$ cat config.mk
export PLATFORM = sky130hd
export DESIGN_NAME = pred_taint_core
export DESIGN_NICKNAME = d
export VERILOG_FILES = /design/src/rtl/ptt_pkg.sv /design/src/rtl/ptt_decode.sv /design/src/rtl/ptt_regfile.sv /design/src/rtl/ptt_dmem.sv /design/src/rtl/pred_taint_core.sv
export SDC_FILE = /design/constraint.sdc
export NUM_CORES = 1
export LEC_CHECK = 0
export BUFFER_PORTS_ARGS = -buffer_cell sky130_fd_sc_hd__buf_2
export CAP_MARGIN = 20
export CELL_PAD_IN_SITES_DETAIL_PLACEMENT = 0
export CELL_PAD_IN_SITES_GLOBAL_PLACEMENT = 1
export CORE_MARGIN = 3
export CORE_UTILIZATION = 45
export CTS_CLUSTER_DIAMETER = 120
export CTS_CLUSTER_SIZE = 40
export DETAILED_ROUTE_END_ITERATION = 6
export GPL_ROUTABILITY_DRIVEN = 0
export PLACE_DENSITY_LB_ADDON = 0.1
export SYNTH_ARGS = -nofsm -noshare
export SYNTH_HDL_FRONTEND = slang
export SYNTH_SLANG_ARGS = --single-unit
$ cat constraint.sdc
create_clock -name clk -period 7.43 [get_ports clk]
set_input_delay 0.743 -clock clk [delete_from_list [all_inputs] [get_ports clk]]
set_output_delay 0.743 -clock clk [all_outputs]
set_load 0.03 [all_outputs]
$ cat src/rtl/ptt_pkg.sv
package ptt_pkg;
  typedef enum logic [2:0] {
    OP_NOP  = 3'd0,
    OP_MOVI = 3'd1,
    OP_MOV  = 3'd2,
    OP_CMP  = 3'd3,
    OP_LD   = 3'd4,
    OP_ST   = 3'd5,
    OP_JMP  = 3'd6,
    OP_LDR  = 3'd7
  } op_e;

  typedef enum logic [1:0] {
    SRC_IMM = 2'd0,
    SRC_REG = 2'd1,
    SRC_MEM = 2'd2
  } src_e;
endpackage

$ cat src/rtl/ptt_decode.sv
module ptt_decode
  import ptt_pkg::*;
#(
  parameter int DW = 8,
  parameter int RW = 3,
  parameter int AW = 4,
  localparam int IW = 3 + 1 + 3 * RW + DW
) (
  input  logic [IW-1:0] instr_i,
  output logic          pbit_o,
  output logic [RW-1:0] rd_o,
  output logic [RW-1:0] rs_o,
  output logic [RW-1:0] rt_o,
  output logic [DW-1:0] imm_o,
  output logic [AW-1:0] addr_o,
  output src_e          src_o,
  output logic          wr_reg_o,
  output logic          wr_mem_o,
  output logic          wr_pred_o,
  output logic          illegal_o
);
  localparam int OP_LSB = IW - 3;
  localparam int PB_POS = OP_LSB - 1;
  localparam int RD_LSB = PB_POS - RW;
  localparam int RS_LSB = RD_LSB - RW;
  localparam int RT_LSB = RS_LSB - RW;

  op_e op;

  assign op     = op_e'(instr_i[IW-1:OP_LSB]);
  assign pbit_o = instr_i[PB_POS];
  assign rd_o   = instr_i[RD_LSB +: RW];
  assign rs_o   = instr_i[RS_LSB +: RW];
  assign rt_o   = instr_i[RT_LSB +: RW];
  assign imm_o  = instr_i[DW-1:0];
  assign addr_o = instr_i[AW-1:0];

  always_comb begin
    src_o     = SRC_IMM;
    wr_reg_o  = 1'b0;
    wr_mem_o  = 1'b0;
    wr_pred_o = 1'b0;
    illegal_o = 1'b0;
    case (op)
      OP_MOVI: wr_reg_o = 1'b1;
      OP_MOV: begin
        wr_reg_o = 1'b1;
        src_o    = SRC_REG;
      end
      OP_LD: begin
        wr_reg_o = 1'b1;
        src_o    = SRC_MEM;
      end
      OP_ST:  wr_mem_o = 1'b1;
      OP_CMP: begin
        // a guarded compare would make the predicate depend on itself
        wr_pred_o = ~pbit_o;
        illegal_o = pbit_o;
      end
      OP_JMP, OP_LDR: illegal_o = 1'b1;
      default: ;
    endcase
  end
endmodule

$ cat src/rtl/ptt_regfile.sv
module ptt_regfile #(
  parameter int DW   = 8,
  parameter int NREG = 8,
  localparam int RW  = $clog2(NREG)
) (
  input  logic            clk,
  input  logic            rst_n,
  input  logic            wen_i,
  input  logic [RW-1:0]   waddr_i,
  input  logic            wdata_en_i,
  input  logic [DW-1:0]   wdata_i,
  input  logic            wlbl_i,
  input  logic [RW-1:0]   ra_a_i,
  input  logic [RW-1:0]   ra_b_i,
  input  logic [RW-1:0]   ra_c_i,
  input  logic [RW-1:0]   ra_d_i,
  output logic [DW-1:0]   rd_a_o,
  output logic            rl_a_o,
  output logic [DW-1:0]   rd_b_o,
  output logic            rl_b_o,
  output logic            rl_c_o,
  output logic [DW-1:0]   rd_d_o,
  output logic            rl_d_o,
  output logic [NREG-1:0] lbls_o
);
  logic [DW-1:0] val_q [NREG];
  logic [NREG-1:0] lbl_q;

  for (genvar g = 0; g < NREG; g++) begin : g_entry
    logic hit;
    logic [DW-1:0] val_d;
    logic lbl_d;
    assign hit = wen_i && (waddr_i == RW'(g));

    always_comb begin
      val_d = val_q[g];
      lbl_d = lbl_q[g];
      if (hit) begin
        lbl_d = wlbl_i;
        if (wdata_en_i) val_d = wdata_i;
      end
    end

    always_ff @(posedge clk or negedge rst_n) begin
      if (!rst_n) begin
        val_q[g] <= '0;
        lbl_q[g] <= 1'b0;
      end else if (hit) begin
        val_q[g] <= val_d;
        lbl_q[g] <= lbl_d;
      end
    end
  end

  assign rd_a_o = val_q[ra_a_i];
  assign rl_a_o = lbl_q[ra_a_i];
  assign rd_b_o = val_q[ra_b_i];
  assign rl_b_o = lbl_q[ra_b_i];
  assign rl_c_o = lbl_q[ra_c_i];
  assign rd_d_o = val_q[ra_d_i];
  assign rl_d_o = lbl_q[ra_d_i];
  assign lbls_o = lbl_q;
endmodule

$ cat src/rtl/ptt_dmem.sv
module ptt_dmem #(
  parameter int DW    = 8,
  parameter int DEPTH = 16,
  localparam int AW   = $clog2(DEPTH)
) (
  input  logic          clk,
  input  logic          rst_n,
  input  logic          wen_i,
  input  logic [AW-1:0] addr_i,
  input  logic          wdata_en_i,
  input  logic [DW-1:0] wdata_i,
  input  logic          wlbl_i,
  input  logic [AW-1:0] dbg_addr_i,
  output logic [DW-1:0] rdata_o,
  output logic          rlbl_o,
  output logic [DW-1:0] dbg_data_o,
  output logic          dbg_lbl_o
);
  logic [DW-1:0] word_q [DEPTH];
  logic [DEPTH-1:0] lbl_q;

  for (genvar g = 0; g < DEPTH; g++) begin : g_word
    logic hit;
    logic [DW-1:0] word_d;
    assign hit    = wen_i && (addr_i == AW'(g));
    assign word_d = wdata_en_i ? wdata_i : word_q[g];

    always_ff @(posedge clk or negedge rst_n) begin
      if (!rst_n) begin
        word_q[g] <= '0;
        lbl_q[g]  <= 1'b0;
      end else if (hit) begin
        word_q[g] <= word_d;
        lbl_q[g]  <= wlbl_i;
      end
    end
  end

  assign rdata_o    = word_q[addr_i];
  assign rlbl_o     = lbl_q[addr_i];
  assign dbg_data_o = word_q[dbg_addr_i];
  assign dbg_lbl_o  = lbl_q[dbg_addr_i];
endmodule

$ cat src/rtl/pred_taint_core.sv
module pred_taint_core
  import ptt_pkg::*;
#(
  parameter int DW    = 8,
  parameter int NREG  = 8,
  parameter int DEPTH = 16,
  parameter int PCW   = 8,
  localparam int RW   = $clog2(NREG),
  localparam int AW   = $clog2(DEPTH),
  localparam int IW   = 3 + 1 + 3 * RW + DW
) (
  input  logic            clk,
  input  logic            rst_n,
  input  logic            instr_valid_i,
  input  logic [IW-1:0]   instr_i,
  input  logic            instr_lbl_i,
  input  logic [RW-1:0]   dbg_reg_sel_i,
  input  logic [AW-1:0]   dbg_mem_sel_i,
  output logic [PCW-1:0]  pc_o,
  output logic            pc_taint_o,
  output logic            illegal_o,
  output logic            pred_o,
  output logic            pred_lbl_o,
  output logic [NREG-1:0] reg_lbls_o,
  output logic [DW-1:0]   dbg_reg_data_o,
  output logic            dbg_reg_lbl_o,
  output logic [DW-1:0]   dbg_mem_data_o,
  output logic            dbg_mem_lbl_o
);
  // reset: asserted at once, released after two clock edges
  logic [1:0] rst_sync_q;
  logic       rst_sync_n;
  always_ff @(posedge clk or negedge rst_n) begin
    if (!rst_n) rst_sync_q <= 2'b00;
    else        rst_sync_q <= {rst_sync_q[0], 1'b1};
  end
  assign rst_sync_n = rst_sync_q[1];

  // decode
  logic          pbit, wr_reg, wr_mem, wr_pred, dec_illegal;
  logic [RW-1:0] rd, rs, rt;
  logic [DW-1:0] imm;
  logic [AW-1:0] addr;
  src_e          src;

  ptt_decode #(.DW(DW), .RW(RW), .AW(AW)) i_decode (
    .instr_i  (instr_i),
    .pbit_o   (pbit),
    .rd_o     (rd),
    .rs_o     (rs),
    .rt_o     (rt),
    .imm_o    (imm),
    .addr_o   (addr),
    .src_o    (src),
    .wr_reg_o (wr_reg),
    .wr_mem_o (wr_mem),
    .wr_pred_o(wr_pred),
    .illegal_o(dec_illegal)
  );

  // predicate and its label
  logic p_q, pl_q, p_d, pl_d, p_en;
  logic guard_ok, guard_lbl;

  assign guard_ok  = ~pbit | p_q;
  assign guard_lbl = pbit & pl_q;

  // register file
  logic [DW-1:0] rs_val, rt_val, mem_val, src_val;
  logic          rs_lbl, rt_lbl, rd_old_lbl, mem_lbl, src_lbl;
  logic          reg_wen, reg_wlbl;

  ptt_regfile #(.DW(DW), .NREG(NREG)) i_regfile (
    .clk       (clk),
    .rst_n     (rst_sync_n),
    .wen_i     (reg_wen),
    .waddr_i   (rd),
    .wdata_en_i(guard_ok),
    .wdata_i   (src_val),
    .wlbl_i    (reg_wlbl),
    .ra_a_i    (rs),
    .ra_b_i    (rt),
    .ra_c_i    (rd),
    .ra_d_i    (dbg_reg_sel_i),
    .rd_a_o    (rs_val),
    .rl_a_o    (rs_lbl),
    .rd_b_o    (rt_val),
    .rl_b_o    (rt_lbl),
    .rl_c_o    (rd_old_lbl),
    .rd_d_o    (dbg_reg_data_o),
    .rl_d_o    (dbg_reg_lbl_o),
    .lbls_o    (reg_lbls_o)
  );

  // data memory
  logic mem_wen, mem_wlbl;

  ptt_dmem #(.DW(DW), .DEPTH(DEPTH)) i_dmem (
    .clk       (clk),
    .rst_n     (rst_sync_n),
    .wen_i     (mem_wen),
    .addr_i    (addr),
    .wdata_en_i(guard_ok),
    .wdata_i   (rs_val),
    .wlbl_i    (mem_wlbl),
    .dbg_addr_i(dbg_mem_sel_i),
    .rdata_o   (mem_val),
    .rlbl_o    (mem_lbl),
    .dbg_data_o(dbg_mem_data_o),
    .dbg_lbl_o (dbg_mem_lbl_o)
  );

  // source selection: a direct address carries the immediate's label
  always_comb begin
    case (src)
      SRC_REG: begin
        src_val = rs_val;
        src_lbl = rs_lbl;
      end
      SRC_MEM: begin
        src_val = mem_val;
        src_lbl = mem_lbl | instr_lbl_i;
      end
      default: begin
        src_val = imm;
        src_lbl = instr_lbl_i;
      end
    endcase
  end

  // a held-back write still reveals the guard, so its label is kept
  assign reg_wen  = instr_valid_i & wr_reg;
  assign reg_wlbl = guard_ok ? (src_lbl | guard_lbl) : (rd_old_lbl | guard_lbl);
  assign mem_wen  = instr_valid_i & wr_mem;
  assign mem_wlbl = guard_ok ? (rs_lbl | instr_lbl_i | guard_lbl)
                             : (mem_lbl | guard_lbl);

  // predicate next state
  assign p_en = instr_valid_i & wr_pred;
  always_comb begin
    p_d  = p_q;
    pl_d = pl_q;
    if (p_en) begin
      p_d  = (rs_val == rt_val);
      pl_d = rs_lbl | rt_lbl;
    end
  end

  always_ff @(posedge clk or negedge rst_sync_n) begin
    if (!rst_sync_n) begin
      p_q  <= 1'b0;
      pl_q <= 1'b0;
    end else if (p_en) begin
      p_q  <= p_d;
      pl_q <= pl_d;
    end
  end

  // program counter: the only source of the next PC is the fixed step,
  // whose label is constant-clean, so its label never rises
  logic [PCW-1:0] pc_q, pc_d;
  logic           pc_lbl_q, pc_lbl_d, step_lbl;
  logic           illegal_q, illegal_d;

  assign step_lbl  = 1'b0;
  assign pc_d      = pc_q + PCW'(1);
  assign pc_lbl_d  = pc_lbl_q | step_lbl;
  assign illegal_d = instr_valid_i & dec_illegal;

  always_ff @(posedge clk or negedge rst_sync_n) begin
    if (!rst_sync_n) begin
      pc_q     <= '0;
      pc_lbl_q <= 1'b0;
    end else if (instr_valid_i) begin
      pc_q     <= pc_d;
      pc_lbl_q <= pc_lbl_d;
    end
  end

  always_ff @(posedge clk or negedge rst_sync_n) begin
    if (!rst_sync_n) illegal_q <= 1'b0;
    else             illegal_q <= illegal_d;
  end

  assign pc_o       = pc_q;
  assign pc_taint_o = pc_lbl_q;
  assign illegal_o  = illegal_q;
  assign pred_o     = p_q;
  assign pred_lbl_o = pl_q;
endmodule

==> flow_metrics.py, run 1 <==
metrics = {
    "run_status": {
        "status": "finished clean",
    },
    "yosys": {
        "synthCells": 1005,
        "yosysSeqAreaShare": 0.429,
        "synth.avg_cell_area_um2": 13.3,
        "synth_edf_count": 0,
        "synth-seq-cells": 229,
        "ys.flop_type": "dfrtp_1",
        "postSynth.asyncResetShare": 1.00,
        "synth_nets": 1038,
        "synthDistinctLibCells": 56,
        "synth_top_area_frac": 0.429,
        "syn_area_mm2": 0.0134,
        "yosys.area.top_type": "dfrtp_1",
        "yosys_warnings": 0,
        "synth.area.top_cells": "dfrtp_1, mux4_2, mux2_4, mux4_1, a21oi_1",
    },
    "timing": {
        "tns_ns": 0,
        "setup-violations-final": 0,
        "skew_ns": 0.0623,
        "period_share": 0.476,
        "rsz0062_at_grt": "no",
        "worst_pin_slew_ns": 1.10,
        "drv_slew": 0,
        "layout_setup_ws_ns": 3.89,
        "relSlewSlack": 0.267,
        "fmax_mhz": 282,
        "fin_crit_ns": 3.54,
        "hold_violations": 0,
    },
    "routing": {
        "first_iter_violations": 792,
        "drc": 0,
        "routed_wl_mm": 36.6,
        "num_vias": 8673,
        "antenna_left": 0,
        "routedWlPerCell_um": 25.9,
        "vias_per_cell": 6.13,
        "drt_pass1_iterations": 5,
    },
    "worst_setup_path": {
        "crit_chain": "buf_2 > buf_4 > mux4_2 > mux4_2 > buf_2",
        "startpoint_type": "input port",
        "critPathMaxStageDelay_ns": 0.61,
        "cp_data_arrival_time_ns": 2.80,
        "cp-end-kind": "output pin",
        "path_class": "input port to output pin",
        "crit_family": "multiplexers",
        "crit_required_ns": 6.69,
        "slowest_stage": "buf_4",
        "critPathMaxFanout": 36,
        "crit_buf_inv": 3,
    },
    "clock_network": {
        "clock-sinks": 229,
        "cts_htree_levels": 1,
        "cts_hold_buffers": 1,
        "clockBufferDepth": 3,
        "cts_buffers": 11,
        "clk_latency_ns": 0.51,
        "cts_tree": "built",
        "cts_setup_buffers": 0,
        "clockRootBuffer": "clkbuf_16",
        "cts.clk_slew.worst_paths_ns": 0.15,
        "cts_resized": 0,
    },
    "global_route": {
        "grt.total_usage": 0.235,
        "grt_antenna_before_repair": 0,
        "grt_pass1_wl_mm": 56.0,
        "gr-total-overflow": 0,
        "grt_max_degree": 76,
        "grt_pass1_vias": 8575,
    },
    "final_layout": {
        "nets": 1059,
        "final_cells": 1414,
        "n_fill_cell": 2626,
        "drive_gt1_frac": 0.346,
        "areaGrowthSynthToFinish_pct": 7.25,
        "n_antenna_cell": 0,
        "final_common_cell": "dfrtp_1",
        "fin_util": 0.494,
        "layout_common_cells": "dfrtp_1, mux4_2, nor2_1",
        "multi_input_area_mm2": 0.00727,
        "seqCellArea_mm2": 0.00573,
    },
    "die": {
        "die_w_um": 178,
        "io-pin-count": 70,
        "row_count": 62,
        "core_area_mm2": 0.0290,
        "dieArea_mm2": 0.0318,
        "start_util": 0.461,
        "die_y_um": 178,
    },
    "power_and_ir_drop": {
        "report.power.total_mw": 3.39,
        "vdd_drop_max_v": 0.000156,
        "leakage_nw": 6.15,
        "power.density_cell_area_mw_per_mm2": 236,
    },
    "placed_design": {
        "post-dp-hpwl_mm": 22.5,
        "pre_cts_slack_ns": 3.84,
        "numPlacedInstances": 1396,
        "io_buffers": 68,
    },
    "hold_path": {
        "hold_class": "flip-flop to async pin",
    },
    "flow_run": {
        "max_cap_viol_count": 0,
    },
}
-- cell families after synthesis --
kind of cell / synth area share
xor gates and xnor gates: 0.0105
buffers and inverters: 0.0287
adders and majority gates: 0.000936
other: 0.000562
and+or+nand+nor: 0.0942
DFF: 0.429
AOI/OAI and AO/OA: 0.0711
muxes: 0.365
-- power breakdown --
group | internal [mW] | total (mW) | switching (mW)
Sequential | 1.43 | 1.62 | 0.190
Clock | 0.296 | 0.751 | 0.456
Combinational | 0.486 | 1.02 | 0.532
-- final timing paths --
kind                                         startpoint                        endpoint  slack, ns  cells after the start
worst min-delay path            rst_sync_q[1]$_DFF_PN0_  i_regfile.val_q[7]$_DFFE_PN0P_       0.32                      0
worst min register to register  rst_sync_q[1]$_DFF_PN0_  i_regfile.val_q[7]$_DFFE_PN0P_       0.32                      0
min in group clk                rst_sync_q[0]$_DFF_PN0_         rst_sync_q[1]$_DFF_PN0_       0.37                      0
max in group asynchronous       rst_sync_q[1]$_DFF_PN0_    i_dmem.lbl_q[15]$_DFFE_PN0P_       5.03                      2
worst max-delay path                   dbg_mem_sel_i[0]               dbg_mem_data_o[6]       3.89                      5
worst max register to register  rst_sync_q[1]$_DFF_PN0_    i_dmem.lbl_q[15]$_DFFE_PN0P_       5.03                      2
-- area by class of cell --
cell class / count / share of cell area
clock buffers: 13 / 0.0197
inverters: 2 / 0.000524
clock inverters: 4 / 0.00471
well taps: 384 / 0.0335
repair buffers: 87 / 0.0339
multi-input cells: 695 / 0.507
flip-flops and latches: 229 / 0.400
-- synth_stat cells, drive strengths merged (13+ instances only) --
cell and number:
a21oi 86, buf 37, clkbuf 41, dfrtp 229, mux2 94, mux2i 25, mux4 141, nand2 81
nor2 110, nor3 21, o21ai 49, xnor2 13
-- metrics by stage --
step / hold WS [ns] / area [um^2]
4_1_cts: 0.359 / 14300
6_report: 0.324 / 14300
5_1_grt: 0.379 / 14300
3_5_place_dp: 0.340 / 14000
3_3_place_gp: 0.337 / 14000
2_1_floorplan: 0.331 / 13400
-- metal layers --
metal | track usage | part of all wire | wire (um) | vias up
li1 | - | - | - | 3832
met1 | 0.371 | 0.48 | 17500 | 4587
met2 | 0.354 | 0.45 | 16600 | 226
met3 | 0.0336 | 0.057 | 2080 | 28
met4 | 0.0370 | 0.012 | 430 | 0
met5 | 0 | 0 | 0 | -
-- sequential cells by signal, indices dropped and copies added, names as in the netlist --
signal and count:
i_dmem.lbl_q 16, i_regfile.val_q 64, pred_lbl_o 1, rst_sync_q 2
illegal_o 1, pred_o 1, pc_o 8, i_regfile.lbls_o 8
i_dmem.word_q 128
Note: power is estimated with default switching activity, not from simulation.
==> run 2: changes to the inputs <==
--- a/config.mk
+++ b/config.mk
@@ -5,12 +5,13 @@
 export SDC_FILE = /design/constraint.sdc
 export NUM_CORES = 1
 export LEC_CHECK = 0
+export ABC_AREA = 1
 export BUFFER_PORTS_ARGS = -buffer_cell sky130_fd_sc_hd__buf_2
 export CAP_MARGIN = 20
 export CELL_PAD_IN_SITES_DETAIL_PLACEMENT = 0
 export CELL_PAD_IN_SITES_GLOBAL_PLACEMENT = 1
 export CORE_MARGIN = 3
-export CORE_UTILIZATION = 45
+export CORE_UTILIZATION = 41
 export CTS_CLUSTER_DIAMETER = 120
 export CTS_CLUSTER_SIZE = 40
 export DETAILED_ROUTE_END_ITERATION = 6
==> constraint.sdc (replaced) <==
create_clock -name clk -period 3.1 [get_ports clk]
set_input_delay 0.31 -clock clk [delete_from_list [all_inputs] [get_ports clk]]
set_output_delay 0.31 -clock clk [all_outputs]
set_load 0.03 [all_outputs]
==> flow_metrics.py, run 2 <==
metrics = {
    "worst_setup_path": {
        "cp-end-kind": "output pin",
        "reg2reg_depth": 4,
        "crit_required_ns": 2.79,
        "cp_data_arrival_time_ns": 2.14,
        "critPathMaxFanout": 28,
        "r2r_end": "i_dmem.word_q[108]$_DFFE_PN0P_",
        "reg2reg_slack_ns": 0.93,
        "timing.rr.start": "pred_o$_DFFE_PN0P_",
        "startpoint_type": "input port",
        "path_class": "input port to output pin",
    },
    "yosys": {
        "synth_edf_count": 0,
        "synth_top_area_frac": 0.421,
        "synthDistinctLibCells": 40,
        "synth.area.top_cells": "dfrtp_1, nand2_1, o21ai_0, a22oi_1, inv_1",
        "synth_mux_area_frac": 0.0110,
        "synth.avg_cell_area_um2": 7.07,
        "synth-seq-cells": 229,
        "synthXorXnorAreaFrac": 0.00386,
        "ys.flop_type": "dfrtp_1",
        "postSynth.asyncResetShare": 1.00,
        "synth_nets": 1959,
        "synth_most_common_cell": "nand2_1",
        "yosys_warnings": 0,
        "yosys.area.top_type": "dfrtp_1",
        "netlist_top_cells_count": "nand2_1, dfrtp_1, o21ai_0",
        "yosysSeqAreaShare": 0.421,
        "syn_area_mm2": 0.0136,
        "synth_compound_area_frac": 0.199,
        "synthCells": 1926,
        "synth_top_family_by_area": "simple AND/OR/NAND/NOR gates",
        "post_synth_and_or_nand_nor_area_fraction": 0.287,
        "synthAdderAreaFrac": 0.000919,
    },
    "global_route": {
        "gr-total-overflow": 0,
        "grt_pass1_vias": 12305,
        "grt_pass1_wl_mm": 72.6,
        "grt_antenna_before_repair": 1,
        "grt_max_degree": 76,
        "grt.total_usage": 0.259,
    },
    "timing": {
        "setup-violations-final": 0,
        "worst_pin_slew_ns": 0.745,
        "fin_crit_ns": 2.45,
        "tns_ns": 0,
        "period_share": 0.791,
        "drv_slew": 0,
        "fmax_mhz": 408,
        "skew_ns": 0.0428,
        "relSlewSlack": 0.503,
        "rsz0062_at_grt": "no",
        "hold_violations": 0,
    },
    "clock_network": {
        "cts_buffers": 11,
        "cts.clk_slew.worst_paths_ns": 0.15,
        "clockRootBuffer": "clkbuf_16",
        "clk_latency_ns": 0.51,
        "cts_setup_buffers": 0,
        "cts_tree": "built",
        "cts_htree_levels": 1,
        "clock-sinks": 229,
        "clockBufferDepth": 3,
    },
    "hold_path": {
        "hold_start": "instr_i[20]",
        "min_path_cells": 3,
        "min_to": "illegal_o$_DFF_PN0_",
        "hold_class": "input port to flip-flop",
    },
    "routing": {
        "first_iter_violations": 1035,
        "routedWlPerCell_um": 19.4,
        "routed_wl_mm": 46.3,
        "antenna_left": 0,
        "num_vias": 12843,
        "vias_per_cell": 5.38,
        "drc": 0,
        "drt_pass1_iterations": 5,
    },
    "power_and_ir_drop": {
        "vdd_drop_max_v": 0.000436,
        "report.power.total_mw": 7.14,
        "power.density_cell_area_mw_per_mm2": 483,
        "leakage_nw": 7.36,
    },
    "run_status": {
        "status": "finished clean",
    },
    "die": {
        "io-pin-count": 70,
        "dieArea_mm2": 0.0354,
        "die_y_um": 188,
        "die_w_um": 188,
        "row_count": 66,
        "start_util": 0.418,
        "core_area_mm2": 0.0326,
    },
    "final_layout": {
        "nets": 1974,
        "max_flop_register": "i_dmem.word_q",
        "final_common_cell": "nand2_1",
        "largest_reg_flops": 128,
        "final_cells": 2387,
        "layout_common_cells": "nand2_1, dfrtp_1, o21ai_0",
        "final_area_mm2": 0.0148,
        "reg_top3": "i_dmem.word_q: 128 flops, i_regfile.val_q: 64 flops, i_dmem.lbl_q: 16 flops",
        "areaGrowthSynthToFinish_pct": 8.50,
        "drive_gt1_frac": 0.0905,
        "n_fill_cell": 3421,
    },
    "placed_design": {
        "io_buffers": 68,
        "placed_cell_area_mm2": 0.0144,
        "post-dp-hpwl_mm": 32.3,
        "numPlacedInstances": 2369,
    },
    "flow_run": {
        "max_cap_viol_count": 0,
    },
}
[run 2: cell types whose count changed after synthesis, sizes merged, moves of 34 or more]
cell	delta
nand3	+79
mux4	-141
o21ai	+227
a21oi	-34
a22oi	+64
nand2	+671
inv	+142
mux2	-94
[run 2: area by class of cell]
type	count	area [um^2]	share of cell area
sequential	229	5730	0.388
multi-input combinational	1441	6840	0.463
timing repair buffer	109	751	0.0508
inverter	149	559	0.0378
antenna	1	2.50	0.000169
clock inverter	2	36.3	0.00246
tap	442	553	0.0374
clock buffer	14	307	0.0207
[run 2: cell families after synthesis]
logic type               after synthesis
AO/OA/AOI/OAI                        470
XOR/XNOR                               6
adder cells (fa/ha/maj)                1
buffers and inverters                256
flip-flops                           229
multiplexers                          15
other                                  2
AND/OR/NAND/NOR                      947
[run 2: worst max-delay path: stages]
cell,delay [ns]
buf_2,0.48
inv_1,0.12
buf_4,0.23
o21ai_0,0.26
o22ai_1,0.11
o21ai_0,0.34
buf_2,0.28
[run 2: layer usage]
| metal | global-route usage | share of wire | up-vias |
|---|---|---|---|
| li1 | - | - | 6363 |
| met1 | 0.347 | 0.44 | 6031 |
| met2 | 0.448 | 0.48 | 388 |
| met3 | 0.0259 | 0.048 | 61 |
| met4 | 0.0707 | 0.027 | 0 |
| met5 | 0 | 0 | - |
[run 2: worst max path at each step]
stage | depth (start not counted) | from | endpoint | slack, ns
floorplan | 0 | rst_sync_q[1]$_DFF_PN0_ | i_dmem.lbl_q[0]$_DFFE_PN0P_ | 0.79
global placement | 11 | instr_i[11] | i_regfile.val_q[2]$_DFFE_PN0P_ | 0.57
detailed placement | 11 | instr_i[11] | i_regfile.val_q[42]$_DFFE_PN0P_ | 0.57
CTS | 7 | dbg_mem_sel_i[1] | dbg_mem_data_o[5] | 0.72
global route | 7 | dbg_mem_sel_i[1] | dbg_mem_data_o[5] | 0.59
finish | 7 | dbg_mem_sel_i[1] | dbg_mem_data_o[5] | 0.65
[run 2: through the flow]
step                hold slack, ns  worst slack, ns   util
floorplan                   0.0144            0.785      -
global placement            0.0952            0.567  0.442
detailed placement          0.0972            0.567  0.442
CTS                         0.0741            0.720  0.453
global route                0.0826            0.586  0.453
finish                      0.0817            0.647  0.453
[run 2: timing repair]
item,in CTS,in global routing
hold endpoints to repair,2,0
hold buffers,1,0
resized for setup,0,0
[run 2: power breakdown]
group | internal [mW] | switching (mW) | total (mW)
logic | 0.549 | 1.22 | 1.77
registers | 3.29 | 0.279 | 3.57
clock network | 0.733 | 1.07 | 1.80
